<file path="config.mk">
export PLATFORM = sky130hd
export DESIGN_NAME = dma_chan_seq
export DESIGN_NICKNAME = d
export VERILOG_FILES = /design/src/rtl/dma_seq_pkg.sv /design/src/rtl/dma_seq_agen.sv /design/src/rtl/dma_seq_dpath.sv /design/src/rtl/dma_seq_ctrl.sv /design/src/rtl/dma_chan_seq.sv
export SDC_FILE = /design/constraint.sdc
export NUM_CORES = 1
export LEC_CHECK = 0
export ABC_AREA = 1
export BUFFER_PORTS_ARGS = -buffer_cell sky130_fd_sc_hd__buf_2
export CAP_MARGIN = 20
export CORE_MARGIN = 2
export CORE_UTILIZATION = 45
export DETAILED_ROUTE_END_ITERATION = 8
export GPL_ROUTABILITY_DRIVEN = 0
export SETUP_SLACK_MARGIN = 0.02
export SYNTH_ARGS = -nofsm -noshare
export SYNTH_HDL_FRONTEND = slang
export SYNTH_SLANG_ARGS = --single-unit
</file>
<file path="constraint.sdc">
create_clock -name clk -period 5.4 [get_ports clk]
set_clock_uncertainty 0.15 [all_clocks]
set_input_delay 1.35 -clock clk [delete_from_list [all_inputs] [get_ports clk]]
set_output_delay 1.35 -clock clk [all_outputs]
set_load 0.02 [all_outputs]
</file>
<file path="src/rtl/dma_seq_pkg.sv">
package dma_seq_pkg;

  localparam int EV_W = 9;
  localparam int EV_TC      = 0;
  localparam int EV_DESC    = 1;
  localparam int EV_SRC_ERR = 2;
  localparam int EV_DST_ERR = 3;
  localparam int EV_SRC_MIS = 4;
  localparam int EV_DST_MIS = 5;
  localparam int EV_NOCFG   = 6;
  localparam int EV_DISABLE = 7;

  typedef enum logic [1:0] {
    GR_ELEM  = 2'd0,
    GR_BURST = 2'd1,
    GR_ALL   = 2'd2,
    GR_ALLX  = 2'd3
  } granE;

  typedef enum logic [1:0] {
    ST_IDLE  = 2'd0,
    ST_READ  = 2'd1,
    ST_WRITE = 2'd2
  } stateE;

  typedef struct packed {
    logic loadCfg;
    logic rewind;
    logic step;
    logic capture;
    logic wrPhase;
  } dpStrobeT;

endpackage

</file>
<file path="src/rtl/dma_seq_agen.sv">
module dma_seq_agen #(
  parameter int ADDR_W = 32,
  parameter int INC_W  = 16
) (
  input  logic              clk,
  input  logic              rstN,
  input  logic              load,
  input  logic              rewind,
  input  logic              step,
  input  logic [ADDR_W-1:0] baseIn,
  input  logic [INC_W-1:0]  incIn,
  input  logic [1:0]        codeIn,
  output logic [ADDR_W-1:0] cur,
  output logic              misal
);

  logic [ADDR_W-1:0] base;
  logic [ADDR_W-1:0] byteStep;
  logic [1:0]        code;
  logic [ADDR_W-1:0] incExt;

  assign incExt = {{(ADDR_W-INC_W){incIn[INC_W-1]}}, incIn};

  always_ff @(posedge clk or negedge rstN) begin
    if (!rstN) begin
      base     <= '0;
      byteStep <= '0;
      code     <= 2'd0;
      cur      <= '0;
    end else if (load) begin
      base     <= baseIn;
      byteStep <= incExt << codeIn;
      code     <= codeIn;
      cur      <= baseIn;
    end else if (rewind) begin
      cur <= base;
    end else if (step) begin
      cur <= cur + byteStep;
    end
  end

  always_comb begin
    case (code)
      2'd1:    misal = cur[0];
      2'd2:    misal = |cur[1:0];
      default: misal = 1'b0;
    endcase
  end

endmodule

</file>
<file path="src/rtl/dma_seq_dpath.sv">
module dma_seq_dpath
  import dma_seq_pkg::*;
#(
  parameter int ADDR_W = 32,
  parameter int DATA_W = 32,
  parameter int INC_W  = 16
) (
  input  logic              clk,
  input  logic              rstN,
  input  dpStrobeT          stb,
  input  logic [1:0]        cfgCode,
  input  logic [ADDR_W-1:0] cfgSrcAddr,
  input  logic [ADDR_W-1:0] cfgDstAddr,
  input  logic [INC_W-1:0]  cfgSrcInc,
  input  logic [INC_W-1:0]  cfgDstInc,
  input  logic [DATA_W-1:0] memRdata,
  output logic [ADDR_W-1:0] memAddr,
  output logic [DATA_W-1:0] memWdata,
  output logic [1:0]        memSize,
  output logic              srcMis,
  output logic              dstMis
);

  localparam int NCH = 2;

  logic [NCH-1:0][ADDR_W-1:0] baseSel;
  logic [NCH-1:0][INC_W-1:0]  incSel;
  logic [NCH-1:0][ADDR_W-1:0] curArr;
  logic [NCH-1:0]             misArr;
  logic [1:0]                 wCode;
  logic [DATA_W-1:0]          rdReg;
  logic [DATA_W-1:0]          laneMask;

  assign baseSel = {cfgDstAddr, cfgSrcAddr};
  assign incSel  = {cfgDstInc, cfgSrcInc};

  for (genvar g = 0; g < NCH; g++) begin : gAgen
    dma_seq_agen #(.ADDR_W(ADDR_W), .INC_W(INC_W)) i_agen (
      .clk    (clk),
      .rstN   (rstN),
      .load   (stb.loadCfg),
      .rewind (stb.rewind),
      .step   (stb.step),
      .baseIn (baseSel[g]),
      .incIn  (incSel[g]),
      .codeIn (cfgCode),
      .cur    (curArr[g]),
      .misal  (misArr[g])
    );
  end

  always_comb begin
    case (wCode)
      2'd0:    laneMask = DATA_W'(8'hFF);
      2'd1:    laneMask = DATA_W'(16'hFFFF);
      default: laneMask = DATA_W'(32'hFFFF_FFFF);
    endcase
  end

  always_ff @(posedge clk or negedge rstN) begin
    if (!rstN) begin
      wCode <= 2'd0;
      rdReg <= '0;
    end else begin
      if (stb.loadCfg) wCode <= cfgCode;
      if (stb.capture) rdReg <= memRdata & laneMask;
    end
  end

  assign memAddr  = stb.wrPhase ? curArr[1] : curArr[0];
  assign memWdata = rdReg;
  assign memSize  = wCode;
  assign srcMis   = misArr[0];
  assign dstMis   = misArr[1];

endmodule

</file>
<file path="src/rtl/dma_seq_ctrl.sv">
module dma_seq_ctrl
  import dma_seq_pkg::*;
#(
  parameter int LEN_W = 16
) (
  input  logic            clk,
  input  logic            rstN,
  input  logic            cfgLoad,
  input  logic [5:0]      cfgWidthBits,
  input  logic [LEN_W-1:0] cfgLength,
  input  logic [LEN_W-1:0] cfgBurst,
  input  logic [1:0]      cfgAction,
  input  logic [1:0]      cfgInGran,
  input  logic [1:0]      cfgOutGran,
  input  logic            enableSet,
  input  logic            enableClr,
  input  logic            swStart,
  input  logic            hwTrig,
  input  logic [EV_W-1:0] evtMask,
  input  logic [EV_W-1:0] evtClr,
  input  logic            memAck,
  input  logic            memErr,
  input  logic            srcMis,
  input  logic            dstMis,
  output dpStrobeT        stb,
  output logic [1:0]      cfgCode,
  output logic            memReq,
  output logic            memWe,
  output logic            busy,
  output logic            enabled,
  output logic            cfgReject,
  output logic [EV_W-1:0] events,
  output logic            irq,
  output logic            doneOut
);

  stateE           state;
  granE            portionR, inGranR, outGranR, startPortion;
  logic            cfgValid, perBurstR, selfOffR;
  logic [LEN_W-1:0] lenR, beffR, totCnt, burstCnt;
  logic            widthOk, divOk, loadOk;
  logic            isIdle, abortDis, rdAck, wrAck, rdErr, wrErr, elemDone;
  logic            trigAny, trigOk, start, lastBurst, lastAll, tcHit, portionEnd, outHit;
  logic [EV_W-1:0] evSet;

  always_comb begin
    widthOk = 1'b1;
    case (cfgWidthBits)
      6'd8:    cfgCode = 2'd0;
      6'd16:   cfgCode = 2'd1;
      6'd32:   cfgCode = 2'd2;
      default: begin cfgCode = 2'd0; widthOk = 1'b0; end
    endcase
  end

  assign divOk  = (cfgBurst == '0) || ((cfgLength % cfgBurst) == '0);
  assign isIdle = (state == ST_IDLE);
  assign loadOk = cfgLoad && isIdle && widthOk && divOk && (cfgLength != '0);

  assign abortDis = enableClr && !isIdle;
  assign rdAck    = (state == ST_READ)  && memAck && !abortDis;
  assign wrAck    = (state == ST_WRITE) && memAck && !abortDis;
  assign rdErr    = rdAck && memErr;
  assign wrErr    = wrAck && memErr;
  assign elemDone = wrAck && !memErr;

  assign trigAny = swStart || hwTrig;
  assign trigOk  = isIdle && enabled && trigAny && !cfgLoad;
  assign start   = trigOk && !srcMis && !dstMis;

  assign lastBurst = ({1'b0, burstCnt} + 1'b1) == {1'b0, beffR};
  assign lastAll   = ({1'b0, totCnt} + 1'b1) == {1'b0, lenR};
  assign tcHit     = perBurstR ? lastBurst : lastAll;

  function automatic logic granHit(granE g, logic lb, logic la);
    case (g)
      GR_ELEM:  return 1'b1;
      GR_BURST: return lb;
      default:  return la;
    endcase
  endfunction

  assign portionEnd = granHit(portionR, lastBurst, lastAll);
  assign outHit     = granHit(outGranR, lastBurst, lastAll);

  always_comb begin
    if (swStart)                startPortion = perBurstR ? GR_BURST : GR_ALL;
    else if (inGranR == GR_ELEM)  startPortion = GR_ELEM;
    else if (inGranR == GR_BURST) startPortion = GR_BURST;
    else                          startPortion = GR_ALL;
  end

  always_comb begin
    evSet = '0;
    evSet[EV_NOCFG]   = trigAny && !cfgValid && !cfgLoad;
    evSet[EV_SRC_MIS] = trigOk && srcMis;
    evSet[EV_DST_MIS] = trigOk && dstMis;
    evSet[EV_SRC_ERR] = rdErr;
    evSet[EV_DST_ERR] = wrErr;
    evSet[EV_DISABLE] = abortDis;
    evSet[EV_TC]      = elemDone && tcHit;
    evSet[EV_DESC]    = elemDone && lastAll;
  end

  always_comb begin
    stb.loadCfg = loadOk;
    stb.rewind  = (elemDone && lastAll) || rdErr || wrErr || abortDis;
    stb.step    = elemDone && !lastAll;
    stb.capture = rdAck && !memErr;
    stb.wrPhase = (state == ST_WRITE);
  end

  always_ff @(posedge clk or negedge rstN) begin
    if (!rstN) begin
      state     <= ST_IDLE;
      portionR  <= GR_ALL;
      inGranR   <= GR_ELEM;
      outGranR  <= GR_ELEM;
      cfgValid  <= 1'b0;
      perBurstR <= 1'b0;
      selfOffR  <= 1'b0;
      lenR      <= '0;
      beffR     <= '0;
      totCnt    <= '0;
      burstCnt  <= '0;
      enabled   <= 1'b0;
      cfgReject <= 1'b0;
      events    <= '0;
      doneOut   <= 1'b0;
    end else begin
      events  <= (events & ~evtClr) | evSet;
      doneOut <= elemDone && outHit;
      if (cfgLoad) cfgReject <= !loadOk;

      if (loadOk) begin
        cfgValid  <= 1'b1;
        lenR      <= cfgLength;
        beffR     <= (cfgBurst == '0) ? cfgLength : cfgBurst;
        perBurstR <= (cfgBurst != '0) && !cfgAction[0];
        selfOffR  <= cfgAction[1];
        inGranR   <= granE'(cfgInGran);
        outGranR  <= granE'(cfgOutGran);
      end

      if (loadOk)                             enabled <= 1'b1;
      else if (enableClr)                     enabled <= 1'b0;
      else if (enableSet && cfgValid)         enabled <= 1'b1;
      else if (elemDone && lastAll && selfOffR) enabled <= 1'b0;

      if (loadOk || stb.rewind) begin
        totCnt   <= '0;
        burstCnt <= '0;
      end else if (elemDone) begin
        totCnt   <= totCnt + 1'b1;
        burstCnt <= lastBurst ? '0 : burstCnt + 1'b1;
      end

      if (abortDis || rdErr || wrErr) begin
        state <= ST_IDLE;
      end else begin
        case (state)
          ST_IDLE: if (start) begin
            state    <= ST_READ;
            portionR <= startPortion;
          end
          ST_READ:  if (rdAck) state <= ST_WRITE;
          ST_WRITE: if (elemDone) state <= portionEnd ? ST_IDLE : ST_READ;
          default:  state <= ST_IDLE;
        endcase
      end
    end
  end

  assign memReq = !isIdle;
  assign memWe  = (state == ST_WRITE);
  assign busy   = !isIdle;
  assign irq    = |(events & evtMask);

endmodule

</file>
<file path="src/rtl/dma_chan_seq.sv">
module dma_chan_seq
  import dma_seq_pkg::*;
#(
  parameter int ADDR_W = 32,
  parameter int DATA_W = 32,
  parameter int LEN_W  = 16,
  parameter int INC_W  = 16
) (
  input  logic              clk,
  input  logic              rstN,
  input  logic              cfgLoad,
  input  logic [ADDR_W-1:0] cfgSrcAddr,
  input  logic [ADDR_W-1:0] cfgDstAddr,
  input  logic [INC_W-1:0]  cfgSrcInc,
  input  logic [INC_W-1:0]  cfgDstInc,
  input  logic [5:0]        cfgWidthBits,
  input  logic [LEN_W-1:0]  cfgLength,
  input  logic [LEN_W-1:0]  cfgBurst,
  input  logic [1:0]        cfgAction,
  input  logic [1:0]        cfgInGran,
  input  logic [1:0]        cfgOutGran,
  output logic              cfgReject,
  input  logic              enableSet,
  input  logic              enableClr,
  output logic              enabled,
  input  logic              swStart,
  input  logic              hwTrig,
  output logic              busy,
  input  logic [EV_W-1:0]   evtMask,
  input  logic [EV_W-1:0]   evtClr,
  output logic [EV_W-1:0]   events,
  output logic              irq,
  output logic              doneOut,
  output logic              memReq,
  output logic              memWe,
  output logic [ADDR_W-1:0] memAddr,
  output logic [1:0]        memSize,
  output logic [DATA_W-1:0] memWdata,
  input  logic [DATA_W-1:0] memRdata,
  input  logic              memAck,
  input  logic              memErr
);

  dpStrobeT   stb;
  logic [1:0] cfgCode;
  logic       srcMis, dstMis;

  dma_seq_ctrl #(.LEN_W(LEN_W)) i_ctrl (
    .clk, .rstN, .cfgLoad, .cfgWidthBits, .cfgLength, .cfgBurst, .cfgAction,
    .cfgInGran, .cfgOutGran, .enableSet, .enableClr, .swStart, .hwTrig,
    .evtMask, .evtClr, .memAck, .memErr, .srcMis, .dstMis, .stb, .cfgCode,
    .memReq, .memWe, .busy, .enabled, .cfgReject, .events, .irq, .doneOut
  );

  dma_seq_dpath #(.ADDR_W(ADDR_W), .DATA_W(DATA_W), .INC_W(INC_W)) i_dpath (
    .clk, .rstN, .stb, .cfgCode, .cfgSrcAddr, .cfgDstAddr, .cfgSrcInc,
    .cfgDstInc, .memRdata, .memAddr, .memWdata, .memSize, .srcMis, .dstMis
  );

endmodule

</file>
* Yosys cells after proc, flatten, opt, wreduce, memory -nomap -nowiden
Cells that the tools add are included.
Cells by class: div/mod/pow operators 1, reduce and logical (&&, ||, !) cells 65, bitwise logic cells 6, add/sub/neg operators 6, shift operators 2, equality and inequality tests 15, mux-type cells 35
Operators with widths (number):
- $mux W32 | 7
- $mux W16 | 6
- $add A32 B32 Y32 | 2
- $pmux W32 S2 | 1
- $shl A32 B2 Y32 | 2
- $add A16 B1 Y17 const B | 2
- $eq A17 B16 Y1 | 2
- $add A16 B1 Y16 const B | 2
- $and A32 B32 Y32 | 1
- $logic_not A16 Y1 | 2
- $reduce_bool A16 Y1 | 2
- $logic_and A1 B1 Y1 | 29
- $and A9 B9 Y9 | 2
- $mod A16 B16 Y16 | 1
- $mux W2 | 8
- $eq A2 B1 Y1 const B | 5
- $logic_not A1 Y1 | 10
- $logic_not A2 Y1 | 5
- $not A9 Y9 | 1
- $or A9 B8 Y9 | 1
- $reduce_or A9 Y1 | 1
- $logic_or A1 B1 Y1 | 8
- $pmux W1 S2 | 4
- $mux W1 | 7
- 16 further kinds | 19
Storage, ports and cells: input port bits 199, word-level logic and storage cells 153, output and inout port bits 82, flip-flop bits (word level) 313

* Depth between registers and ports, before layout
Gate-level depths: netlist (run 1).
depth after elaboration 12, gate-level depth with buffers 196

* Hierarchy
A second synthesis (run 1) with hierarchy kept.
Unflattened totals: cells, all modules 4283, area, all modules 27888.0 µm²
By module, submodules not included:
- dma_seq_ctrl | area each 13172.6 µm², times used 1, sequential area each 2178.3 µm², cells each 2017
- dma_seq_agen | area each 6416.2 µm², times used 2, sequential area each 2127.0 µm², cells each 1000
- dma_seq_dpath | area each 1883.1 µm², times used 1, sequential area each 850.8 µm², cells each 266

* Worst setup path after synthesis (run 1)
Ideal clock, no wire load.
path type in2reg, start in cfgBurst[0], end reg i_dpath.gAgen[0].i_agen.cur[10], data arrival time 22.905 ns, cell stages on the path 180, buffers on the path 5, setup time 0.117 ns, data required time 5.133 ns, slack -17.772 ns, cells stage by stage inv_1 > ha_1 > o21ai_0 > nor3_1 > nand2_1 > nand2_1 > nand2_1 > nand2_1 > ha_1 > nand2_1 > nand2_1 > nand2_1 > nor2_1 > nand2_1 > nand2_2 > nand2_2 > nand2_1 > inv_1 > [144 not listed] > nand3_1 > nand2_1 > xnor2_1 > nand4_1 > nor2_1 > nand4_1 > nand2_1 > nand3_1 > nor2_1 > nand2_2 > nand2_4 > nand2_4 > buf_12 > buf_6 > nand2_1 > nand2_1 > nand2_1 > nand2_1
Between the ends: cells in the longest elaborated chain, start to end 6, elaborated cells between the ends (all ways) 8, those cells by class 1 x div; 1 x mux; 6 x reduce/logical
Ends and longest elaborated chain:
- start, declared | RTL line dma_chan_seq.sv:18 | input logic [LEN_W-1:0] cfgBurst,
- $mod A16 B16 Y16 | RTL line dma_seq_ctrl.sv:56 | assign divOk = (cfgBurst == '0) || ((cfgLength % cfgBurst) == '0);
- $logic_not A16 Y1 | RTL line dma_seq_ctrl.sv:56
- $logic_or A1 B1 Y1 * | RTL line dma_seq_ctrl.sv:56
- $logic_and A1 B1 Y1 * (2 in series) | RTL line dma_seq_ctrl.sv:58 | assign loadOk = cfgLoad && isIdle && widthOk && divOk && (cfgLength != '0);
- $reduce_bool A3 Y1 (no source line) / $mux W32 (equally long branches)
- end signal, assigned | RTL line dma_seq_agen.sv:34 | cur <= baseIn;
- end signal, assigned | RTL line dma_seq_agen.sv:36 | cur <= base;
- end signal, assigned | RTL line dma_seq_agen.sv:38 | cur <= cur + byteStep;
- end, declared | RTL line dma_seq_agen.sv:13 | output logic [ADDR_W-1:0] cur,
Mark *: on every way between the ends. The rest lies on a longest branch, timed or not. A chain may end at the register's enable or synchronous reset.

* Final worst setup path (run 1)
start in cfgBurst[14], end reg i_ctrl.totCnt[4]
Between the ends: cells in the longest elaborated chain, start to end 7, elaborated cells between the ends (all ways) 9, those cells by class 1 x div; 1 x mux; 7 x reduce/logical
Ends and longest elaborated chain:
- $mod A16 B16 Y16 | RTL line dma_seq_ctrl.sv:56
- $logic_not A16 Y1 | RTL line dma_seq_ctrl.sv:56
- $logic_or A1 B1 Y1 * | RTL line dma_seq_ctrl.sv:56
- $logic_and A1 B1 Y1 * (2 in series) | RTL line dma_seq_ctrl.sv:58
- $logic_or A1 B1 Y1 * | RTL line dma_seq_ctrl.sv:150 | if (loadOk || stb.rewind) begin
- $mux W16 / $reduce_bool A2 Y1 (equally long branches)
- end signal, assigned | RTL line dma_seq_ctrl.sv:154 | totCnt <= totCnt + 1'b1;
- end, declared | RTL line dma_seq_ctrl.sv:40 | logic [LEN_W-1:0] lenR, beffR, totCnt, burstCnt;
Marked as above.

==> results of run 1 <==
-- cells in the final DEF, fill, tap and decap left out, drive strengths merged, types with 16 or more instances in the layout --
master,count
ha,204
nand2,1306
nand3,330
o21ai,324
clkbuf,50
dfrtp,286
and2,16
a21oi,233
nor2,190
nand4,29
or2,38
inv,357
buf,1071
nor3,38
xor2,94
xnor2,61
-- state kept, by name, summed over array words and instances (netlist names), 9 cells and up --
signal / cells
i_ctrl.burstCnt: 16
i_ctrl.events: 9
i_dpath.memWdata: 32
i_dpath.gAgen.i_agen.byteStep: 38
i_dpath.gAgen.i_agen.cur: 64
i_ctrl.totCnt: 16
i_ctrl.lenR: 16
i_ctrl.beffR: 16
i_dpath.gAgen.i_agen.base: 64
-- final cells by class --
cell class,count,share of cell area (%)
multi-input cells,2991,50.5
diodes,2,0.0130
well taps,748,2.43
repair inverters,2,0.0390
clock buffers,40,2.23
flip-flops and latches,287,18.6
repair buffers,1081,21.8
clock inverters,17,0.714
inverters,358,3.66
-- worst min-delay path by stage --
| stage | end | slack (ns) | depth (start not counted) | from |
|---|---|---|---|---|
| finish | i_dpath.memWdata[2] | 0.32 | 2 | i_dpath.memWdata[2] |
| global route | i_dpath.gAgen[1].i_agen.base[1] | 0.34 | 2 | i_dpath.gAgen[1].i_agen.base[1] |
| CTS | i_dpath.memWdata[5] | 0.32 | 2 | i_dpath.memWdata[5] |
| detailed placement | i_dpath.memWdata[5] | 0.31 | 2 | i_dpath.memWdata[5] |
| global placement | i_dpath.memWdata[4] | 0.30 | 2 | i_dpath.memWdata[4] |
| floorplan | i_ctrl.inGranR[1] | 0.29 | 2 | i_ctrl.inGranR[1] |
-- worst min-delay path: cells and delay by family (launching register included) --
kind	cells	cell delay, ns
and+or+nand+nor	2	0.10
DFF	1	0.34
-- routing by layer --
layer / global-route usage (%) / vias up / wire length, um
met3: 2.54 / 167 / 4580
met2: 53.4 / 762 / 45300
met1: 41.1 / 13573 / 41200
met4: 8.75 / 0 / 2810
li1: - / 14391 / -
met5: 0 / - / 0
-- power by group --
part / total (mW) / switching (mW) / internal, mW
combinational: 5.31 / 2.93 / 2.37
clock: 2.39 / 0.939 / 1.45
sequential: 2.64 / 0.241 / 2.40
total: 10.3 / 4.11 / 6.23
-- logic make-up after synthesis --
family | after synthesis | synth area share (%)
fa+ha+maj | 207 | 10.3
simple gates | 1973 | 33.3
compound gates | 654 | 14.3
flops | 287 | 28.4
xor+xnor | 155 | 5.36
mux | 1 | 0.0396
buf+inv | 495 | 8.32
-- metrics by stage --
stage	worst slack [ns]	hold slack (ns)
after floorplan	-16.61	0.287
after global placement	-18.55	0.300
after detailed placement	-18.77	0.306
after CTS	-16.92	0.321
after global routing	-18.87	0.340
final	-17.53	0.319
-- what timing repair did --
| action | CTS | global route |
|---|---|---|
| gates cloned | 15 | 13 |
| setup endpoints to repair | 241 | 241 |
| setup buffers | 153 | 39 |
| resized for setup | 301 | 380 |
| pin swaps | 225 | 191 |
==> flow_metrics.tcl, run 1 <==
set metrics [dict create \
    cts_tree "yes" \
    route.vias.total 28893 \
    final-hold-violation-count 0 \
    critPathLaunchType "input port" \
    cts_made_buffers 31 \
    cp_common_cell "nand2_1" \
    power.leakage_nw 20.0 \
    global_route_wire_length_before_repair_um 144000 \
    mappedNetlistArea_mm2 0.0253 \
    detail_route.drc_violations 0 \
    multiInputGateArea_mm2 0.0195 \
    worst-endpoint-arrival_ns 23.24 \
    row_count 86 \
    critPathMaxStageDelay_ns 0.34 \
    synth_seq_cells 287 \
    failed_checks "negative setup slack" \
    endpoint_of_the_worst_slack_reg_to_reg_timing_path "i_dpath.gAgen[1].i_agen.cur[28]" \
    drive_gt1_share_pct 38.2 \
    synth_enable_flop_cells 0 \
    drt_first_pass_iters 7 \
    synth.yosys.seq_area_share_pct 28.4 \
    minimum_period_implied_by_the_final_worst_setup_slack_ns 22.93 \
    yosys_warnings 0 \
    clkSinkCount 287 \
    dp_hpwl_um 65700 \
    clock_latency_ns 0.59 \
    timing.critical_path.required_ns 5.72 \
    grt_pass1_vias 27464 \
    total_global_route_track_usage_pct 30.9 \
    chipWidth_um 241 \
    path_clk_slew_ns 0.06 \
    critical-path-top-delay-family "simple AND/OR/NAND/NOR gates" \
    total_power_mw 10.3 \
    clockRootBuffer "clkbuf_16" \
    num_io_pins 281 \
    first_iter_violations 1720 \
    critical_path_buf_inv_count 35 \
    maxSlewViolCount 0 \
    critPathSlowestCell "nor4_4" \
    setup-tns-final_ns -4195.91 \
    clock.fmax_mhz 43.6 \
    worstPathMaxFanout 8 \
    grt-ovfl-total 0 \
    netlist-cell-type-count 69 \
    post-route-util_pct 69.7 \
    io_buffers 280 \
    setup_ws_post_layout_ns -17.53 \
    worstSetupEndpointType "flop" \
    asyncSetResetFlopFracSynth_pct 100 \
    max_slew_margin_pct 30.2 \
    initial_utilization_pct 45.8 \
    synth_area_leaders "dfrtp_1, nand2_1, ha_1" \
    post-route-cell-area_mm2 0.0385 \
    setup.reg_to_reg.worst_slack_ns 0.68 \
    stdcell_count 5526 \
    timing.rr.start "i_ctrl.totCnt[0]" \
    finalNetCount 5158 \
    worst-r2r-cell-count 22 \
    die-area_mm2 0.0582 \
    routed_via_density 5.23 \
    clock_tree.htree_level_count 1 \
    ant_nets 0 \
    critPathLaunch "cfgBurst[14]" \
    syn_to_final_growth_pct 52.3 \
    grt_max_degree 112 \
    period_share_pct 425 \
    cellPowerDensity_mw_per_mm2 268 \
    yosysTopAreaCell "dfrtp_1" \
    yosys.cell_count.top_type "nand2_1" \
    synthesis.instances 3772 \
    post_synth_top_flop "dfrtp_1" \
    grt_antenna_before_repair 1 \
    maximum_number_of_buffers_from_clock_root_to_sink 3 \
    holdCritPathClass "flop to flop" \
    yosys-top-cells-count "nand2_1, inv_1, nand3_1, dfrtp_1, o21ai_0" \
    mappedNetlistNets 4178 \
    peak_supply_drop_mv 0.250 \
    timing.setup.critical_path_class "input port to flop" \
    endpoint "i_ctrl.totCnt[4]" \
    totalWireLength_um 93900 \
    grt_setup_unrepaired "true" \
    die-height_um 241 \
    wire_per_inst_um 17.0 \
    setup_viol 241 \
    run_status "finished with violations" \
    maxCapViolCount 0 \
    nFillCells 4649 \
    max_slew.worst_pin.slew_ns 1.05 \
    regArea_mm2 0.00718 \
    dp.cells 5250 \
    synth_top_cell_area_share_pct 28.3 \
    postPlaceCellArea_mm2 0.0324 \
    placeableCoreArea_mm2 0.0553 \
    hold_bufs_inserted_after_cts 0 \
    path_depth 174 \
    syn_avg_cell_area_um2 6.71 \
]
No activity file was read; power rests on OpenSTA's default activity.
==> inputs of run 2 (changes only) <==
Settings changed: CORE_UTILIZATION 45 to 35, SKIP_CTS_REPAIR_TIMING from default to 1.
==> run 2 against run 1 <==
The run still ends with negative setup slack left. Cell count is 1.2% higher. Register-to-register slack better by 0.17 ns. Core utilization is 18 points lower. Sequential share of layout area is 0.98 points higher. Non-clock buffer count is 132 lower. Sequential cell count stayed put. Clock power is 9.6% lower. Routed wire length is 3.4% lower. Setup slack better by 0.13 ns. First-iteration DRC count is 8.5% higher. Largest cell class unchanged.
==> flow_metrics.tcl, run 2 (synthesis results as in run 1) <==
set metrics [dict create \
    run_status "finished with violations" \
    failed_checks "negative setup slack" \
    worstSetupEndpointType "flop" \
    grt_setup_unrepaired "true" \
    placeableCoreArea_mm2 0.0715 \
    global_route_wire_length_before_repair_um 137000 \
    preCtsSetupSlack_ns -18.92 \
    swShare_pct 40.6 \
    holdCritPathClass "flop to flop" \
    clock.fmax_mhz 43.9 \
    die-area_mm2 0.0745 \
    initial_utilization_pct 35.4 \
    max_slew_margin_pct 36.4 \
    final-hold-violation-count 0 \
    timing.critical_path.required_ns 5.73 \
    clock_latency_ns 0.59 \
    grt_antenna_before_repair 2 \
    power.leakage_nw 19.1 \
    wire_per_inst_um 16.2 \
    layout.cells.most_common_list "nand2_1, buf_4, inv_1" \
    stdcell_count 5594 \
    minimum_period_implied_by_the_final_worst_setup_slack_ns 22.80 \
    die-height_um 273 \
    regArea_mm2 0.00718 \
    cellPowerDensity_mw_per_mm2 268 \
    postPlaceCellArea_mm2 0.0327 \
    max_slew.worst_pin.slew_ns 0.955 \
    cts_made_buffers 30 \
    timing.setup.critical_path_class "input port to flop" \
    grt-ovfl-total 0 \
    multiInputGateArea_mm2 0.0189 \
    hold_path_startpoint "i_dpath.memWdata[2]" \
    peak_supply_drop_mv 0.228 \
    grt_max_degree 113 \
    setup_viol 241 \
    clock_tree.htree_level_count 1 \
    critPathMaxStageDelay_ns 0.33 \
    row_count 98 \
    dp_hpwl_um 67300 \
    clockRootBuffer "clkbuf_16" \
    total_global_route_track_usage_pct 22.6 \
    intPower_mw 5.82 \
    drt_first_pass_iters 8 \
    syn_to_final_growth_pct 44.7 \
    maxCapViolCount 0 \
    finalNetCount 5026 \
    setup_ws_post_layout_ns -17.40 \
    timing.rr.start "i_ctrl.totCnt[0]" \
    worstPathMaxFanout 8 \
    io_buffers 280 \
    critPathSlowestCell "ha_1" \
    critPathLaunch "cfgBurst[15]" \
    cts_tree "yes" \
    maxSlewViolCount 0 \
    power.combinational.fraction_pct 51.1 \
    post-route-cell-area_mm2 0.0366 \
    p_switching_mw 3.99 \
    routed_via_density 4.97 \
    chipWidth_um 273 \
    period_share_pct 422 \
    route.vias.total 27796 \
    maximum_number_of_buffers_from_clock_root_to_sink 3 \
    totalWireLength_um 90700 \
    detail_route.drc_violations 0 \
    seq_power_share_pct 26.9 \
    drive_gt1_share_pct 33.9 \
    nFillCells 6874 \
    num_io_pins 281 \
    first_iter_violations 1867 \
    layout_top_registers "i_dpath.gAgen.i_agen.base: 64 flops, i_dpath.gAgen.i_agen.cur: 64 flops, i_dpath.gAgen.i_agen.byteStep: 38 flops" \
    final_common_cell "nand2_1" \
    critPathLaunchType "input port" \
    clkSinkCount 287 \
    cp_common_cell "nand2_2" \
    power.clock.fraction_pct 22.0 \
    post-route-util_pct 51.2 \
    worst-endpoint-arrival_ns 23.12 \
    dp.cells 5450 \
    grt_pass1_vias 26026 \
    ant_nets 0 \
    path_clk_slew_ns 0.07 \
]
[run 2: final timing paths]
check                                              endpoint  slack [ns]  depth (start not counted)
max                         i_dpath.gAgen[0].i_agen.cur[17]      -17.40                        174
min                                     i_dpath.memWdata[2]        0.32                          2
max reg2reg                 i_dpath.gAgen[1].i_agen.cur[28]        0.85                         22
min reg2reg                             i_dpath.memWdata[2]        0.32                          2
max in group asynchronous                 i_ctrl.totCnt[13]        3.35                          2
min in group asynchronous  i_dpath.gAgen[0].i_agen.base[22]        0.66                          1
[run 2: power by group through the flow]
stage / clock, mW / combinational [mW] / sequential [mW]
finish: 2.16 / 5.02 / 2.63
global route: 2.29 / 5.56 / 2.67
CTS: 2.21 / 4.47 / 2.63
detailed placement: 0 / 4.45 / 2.67
global placement: 0 / 4.42 / 2.66
floorplan: 0 / 2.79 / 2.62
[run 2: area by class of cell]
class                           count  area share [%]
Clock buffer                       40            2.37
Antenna cell                        1         0.00683
Multi-Input combinational cell   2993            51.5
Tap cell                          950            3.25
Timing Repair inverter              1          0.0171
Clock inverter                     15           0.389
Inverter                          358            3.82
Sequential cell                   287            19.6
Timing Repair Buffer              949            19.0
[run 2: per-layer routing]
layer | GRT usage (%) | part of all wire [%] | up-vias
met2 | 38.4 | 48 | 632
met4 | 5.13 | 2.3 | 0
met5 | 0 | 0 | -
met3 | 1.51 | 4.4 | 107
met1 | 31.3 | 45 | 12981
li1 | - | - | 14076
[run 2: metrics by stage]
step	total power [mW]	hold WS [ns]	TNS [ns]
after floorplan	5.41	0.287	-3989.29
after global placement	7.08	0.303	-4476.01
after detailed placement	7.12	0.306	-4530.11
after CTS	9.31	0.322	-4400.06
after global routing	10.5	0.335	-4468.23
final	9.81	0.321	-4159.77
[run 2: critical path: cells and delay by family]
family          cells  cell delay, ns
simple gates       93            9.37
compound gates     39            5.53
fa+ha+maj          15            3.97
buf+inv            27            2.86
